--- src/rtl/lic_pkg.sv ---
package lic_pkg;

    localparam int unsigned SRC_N  = 8;
    localparam int unsigned LVL_N  = 16;
    localparam int unsigned DATA_W = 8;

    // bit 6 of the control byte is never stored
    localparam logic [DATA_W-1:0] WR_KEEP   = 8'hBF;
    localparam logic [DATA_W-1:0] CTRL_INIT = 8'h01;
    localparam int unsigned       EN_BIT    = 0;

    typedef struct packed {
        logic              wr;
        logic [DATA_W-1:0] data;
    } ctrl_wr_t;

    typedef struct packed {
        logic [DATA_W-1:0] cur;
        logic [DATA_W-1:0] nxt;
    } ctrl_state_t;

    // fixed priority level of each source position
    function automatic int unsigned src_level(input int unsigned idx);
        case (idx)
            1:       return 1;
            2:       return 4;
            3:       return 6;
            4:       return 8;
            5:       return 10;
            7:       return 14;
            default: return 0;
        endcase
    endfunction

    // sources that reach a serviceable level
    function automatic logic [SRC_N-1:0] valid_srcs();
        logic [SRC_N-1:0] m;
        m = '0;
        for (int unsigned i = 0; i < SRC_N; i++)
            if (src_level(i) != 0) m[i] = 1'b1;
        return m;
    endfunction

    // sources that feed a given level (level 0 feeds nothing)
    function automatic logic [SRC_N-1:0] level_members(input int unsigned lvl);
        logic [SRC_N-1:0] m;
        m = '0;
        for (int unsigned i = 0; i < SRC_N; i++)
            if (lvl != 0 && src_level(i) == lvl) m[i] = 1'b1;
        return m;
    endfunction

endpackage

--- src/rtl/lic_ctrl_reg.sv ---
module lic_ctrl_reg
    import lic_pkg::*;
(
    input  logic        clk,
    input  logic        rst,
    input  ctrl_wr_t    wr,
    output ctrl_state_t st
);
    logic [DATA_W-1:0] ctrl_r;

    always_comb begin
        st.cur = ctrl_r;
        st.nxt = wr.wr ? (wr.data & WR_KEEP) : ctrl_r;
    end

    always_ff @(posedge clk) begin
        if (rst) ctrl_r <= CTRL_INIT;
        else     ctrl_r <= st.nxt;
    end
endmodule

--- src/rtl/lic_src_filter.sv ---
module lic_src_filter
    import lic_pkg::*;
#(
    parameter int unsigned N = SRC_N
) (
    input  logic [N-1:0] src_in,
    output logic [N-1:0] pend
);
    localparam logic [N-1:0] KEEP = valid_srcs();

    // pending follows the valid sources level for level
    always_comb pend = src_in & KEEP;
endmodule

--- src/rtl/lic_lvl_out.sv ---
module lic_lvl_out
    import lic_pkg::*;
#(
    parameter int unsigned N = SRC_N,
    parameter int unsigned L = LVL_N
) (
    input  logic         clk,
    input  logic         rst,
    input  logic [N-1:0] pend,
    input  logic         enable,
    output logic [L-1:0] irq_q
);
    logic [L-1:0] irq_d;

    for (genvar g = 0; g < L; g++) begin : g_lvl
        if (g == 0) begin : g_zero
            always_comb irq_d[g] = 1'b0;
        end else begin : g_map
            localparam logic [N-1:0] MEMB = level_members(g);
            always_comb irq_d[g] = enable & (|(pend & MEMB));
        end
    end

    always_ff @(posedge clk) begin
        if (rst) irq_q <= '0;
        else     irq_q <= irq_d;
    end
endmodule

--- src/rtl/lvl_irq_ctrl.sv ---
module lvl_irq_ctrl
    import lic_pkg::*;
(
    input  logic              clk,
    input  logic              rst,
    input  logic              bus_cs,
    input  logic              bus_we,
    input  logic [DATA_W-1:0] bus_wdata,
    output logic [DATA_W-1:0] bus_rdata,
    input  logic [SRC_N-1:0]  src_in,
    output logic [LVL_N-1:0]  irq_lvl
);
    ctrl_wr_t          wr;
    ctrl_state_t       cst;
    logic [DATA_W-1:0] ctrl_q;
    logic [SRC_N-1:0]  pend;

    always_comb begin
        wr.wr   = bus_cs & bus_we;
        wr.data = bus_wdata;
    end

    lic_ctrl_reg u_ctrl (
        .clk (clk),
        .rst (rst),
        .wr  (wr),
        .st  (cst)
    );

    always_comb ctrl_q = cst.cur;
    always_comb bus_rdata = bus_cs ? ctrl_q : '0;

    lic_src_filter #(.N(SRC_N)) u_filt (
        .src_in (src_in),
        .pend   (pend)
    );

    // next-state enable keeps write-to-line latency at one edge
    lic_lvl_out #(.N(SRC_N), .L(LVL_N)) u_out (
        .clk    (clk),
        .rst    (rst),
        .pend   (pend),
        .enable (cst.nxt[EN_BIT]),
        .irq_q  (irq_lvl)
    );
endmodule

--- config.mk ---
export PLATFORM = sky130hd
export DESIGN_NAME = lvl_irq_ctrl
export DESIGN_NICKNAME = d
export VERILOG_FILES = /design/src/rtl/lic_pkg.sv /design/src/rtl/lic_ctrl_reg.sv /design/src/rtl/lic_src_filter.sv /design/src/rtl/lic_lvl_out.sv /design/src/rtl/lvl_irq_ctrl.sv
export SDC_FILE = /design/constraint.sdc
export NUM_CORES = 1
export LEC_CHECK = 0
export ABC_AREA = 1
export BUFFER_PORTS_ARGS = -buffer_cell sky130_fd_sc_hd__buf_2
export CORE_MARGIN = 4
export CORE_UTILIZATION = 40
export CTS_BUF_LIST = sky130_fd_sc_hd__clkbuf_8
export DETAILED_ROUTE_END_ITERATION = 16
export PLACE_DENSITY = 0.8
export SYNTH_ARGS = -nofsm -noshare
export SYNTH_HDL_FRONTEND = slang
export SYNTH_SLANG_ARGS = --single-unit
--- constraint.sdc ---
create_clock -name clk -period 0.8 [get_ports clk]
set_input_delay 0.16 -clock clk [delete_from_list [all_inputs] [get_ports clk]]
set_output_delay 0.16 -clock clk [all_outputs]
set_load 0.01 [all_outputs]
==> out/results.txt <==
Status: complete, but fails checks
Failing checks: negative setup slack
Die Y: 46.5 um
Vias: 504
Die Area: 2170 um^2
Die Width: 46.5 um
First-pass GRT wire length: 1690 um
Design Area, Final: 803 um^2
Hpwl dp: 951 um
CTS root buf: clkbuf_8
Largest net degree at the start of global routing: 10
Crit path cell chain: nand2_1 -> inv_1 -> buf_2
Max FO, Critical Path: 2
Post-CTS setup repair buffer count: 0
Cell Rows: 13
Total gr overflow: 0
Post-DP Area: 702 um^2
CP max stage delay: 320 ps
Fmax: 1.08 GHz
# Max-Cap Violations: 0
TritonCTS Buffers: 3
Most frequent cells in the layout: 23 x buf_2, 17 x nor2_1, 16 x inv_1, 11 x dfxtp_2, 11 x conb_1
Final Cycle Share: 1.16
Setup violations, final: 13
Area growth, synth to finish: 35.2%
Setup crit start kind: flop
Slowest CP cell: dfxtp_2
Worst-Skew Late Latency: 240 ps
Share of cells above drive strength 1: 0.455
Worst R2R Setup Slack: 60 ps
Flip-flop and latch count after synthesis: 13
Worst VDD drop: 1.12 mV
Post-Syn Area per Cell: 7.52 um^2
Placed insts: 121
DRT Wirelength: 1180 um
Count of final max-slew check failures: 0
Initial antenna violation count: 0
Lkg Pwr: 0.497 nW
First drt pass iteration count: 2
Min-delay worst type: in -> reg
Wirelength per Cell: 9.41 um
Fin cells: 125
H-tree depth: 1
Via density: 4.03
Final min period: 928 ps
Core Footprint: 1350 um^2
Clock Path Buffers: 2
Clock-pin slew of the registers on the worst-case setup and hold paths: 50 ps
Worst Setup Slack, final: -128 ps
Most common cell after layout, fill and taps aside: buf_2
DRC viols: 0
Antenna Nets Post-Route: 0
Setup TNS: -980 ps
Required @ worst endpoint: 640 ps
Vias in the first global route: 418
Antenna Cells: 0
Clk_skew: 1.92 ps
Final-layout fill cell count: 129
Initial Utilization: 0.440
Clk sink count: 13
Mapped Cells: 79
Place WS: -34.7 ps
Critical path data arrival time: 770 ps
Worst Setup End Kind: output pin
Netlist area before placement: 594 um^2
1st-iter DRT viols: 6
Fin util: 0.595
Yosys warnings: 0
Gpl congestion: 0.727
Sequential fraction of the synthesis area: 0.438
IO Port Bufs: 29
PD cells: 1890 nW/um^2
Gr usage total: 0.112
Tot Pwr: 1.52 mW
Fin nets: 131
Final hold violation count: 0
Ports: 44
Hold WS: 126 ps
RSZ-0062 raised after global routing: yes
Crit path kind: reg -> out
Yosys cell types: 12
CTS tree: built
==> report_power, final <==
part	internal [mW]	switching [mW]	leakage (nW)
registers	0.697	0.0191	0.111
logic	0.105	0.135	0.360
clock network	0.338	0.223	0.0269
total	1.14	0.377	0.497
==> synthesized netlist by cell type <==
library cell,n,area (um^2)
buf_4,11,82.6
o21ai_0,6,30.0
inv_1,16,60.1
conb_1,1,3.75
nor2_1,18,67.6
nand3_4,1,17.5
inv_2,1,3.75
dfxtp_1,13,260
nand2_4,2,22.5
buf_6,1,11.3
nand3_1,1,5.00
nand2_1,8,30.0
==> cell families after synthesis <==
kind of cell           synth area share
AO/OA/AOI/OAI                    0.0505
other                           0.00631
buffers and inverters             0.265
AND/OR/NAND/NOR                   0.240
flip-flops                        0.438
==> worst max-delay path: cells and delay by family, from the launching register on <==
family	cells	cell delay, ps
flops	1	320
buf+inv	2	160
simple gates	1	50
==> layer usage <==
metal | share of wire | vias to the layer above | track usage | wire length (um)
met5 | 0 | - | 0 | 0
met4 | 0 | 0 | 0.0511 | 0
met3 | 0.13 | 0 | 0.0430 | 154
met2 | 0.46 | 30 | 0.173 | 539
met1 | 0.41 | 207 | 0.135 | 482
li1 | - | 267 | - | -
==> cell type report <==
type                            instances  area, um^2  area share
Sequential cell                        13         274       0.341
Multi-Input combinational cell         47         219       0.273
Timing Repair Buffer                   29         183       0.227
Inverter                               17        63.8      0.0794
Clock buffer                            3        41.3      0.0514
Tap cell                               15        18.8      0.0234
Clock inverter                          1        3.75     0.00467
==> flip-flops by register name, indices dropped and copies added (netlist names), named ones only <==
register and count:
u_ctrl.ctrl_r 6, u_out.irq_q 6
==> what timing repair did <==
action | in CTS | in global routing
gates resized for setup | 7 | 13
hold buffers | 0 | 0
endpoints found under the setup margin | 13 | 14
gates cloned | 0 | 0
hold endpoints to repair | 0 | 0
==> final timing paths <==
| path | start | cells past startpoint | to |
|---|---|---|---|
| worst max-delay path | u_ctrl.ctrl_r[5] | 3 | bus_rdata[5] |
| worst min register to register | u_ctrl.ctrl_r[7] | 2 | u_ctrl.ctrl_r[7] |
| worst min-delay path | src_in[1] | 3 | u_out.irq_q[1] |
| worst max register to register | flop | 4 | flop |
No activity file was read; power rests on OpenSTA's default activity.
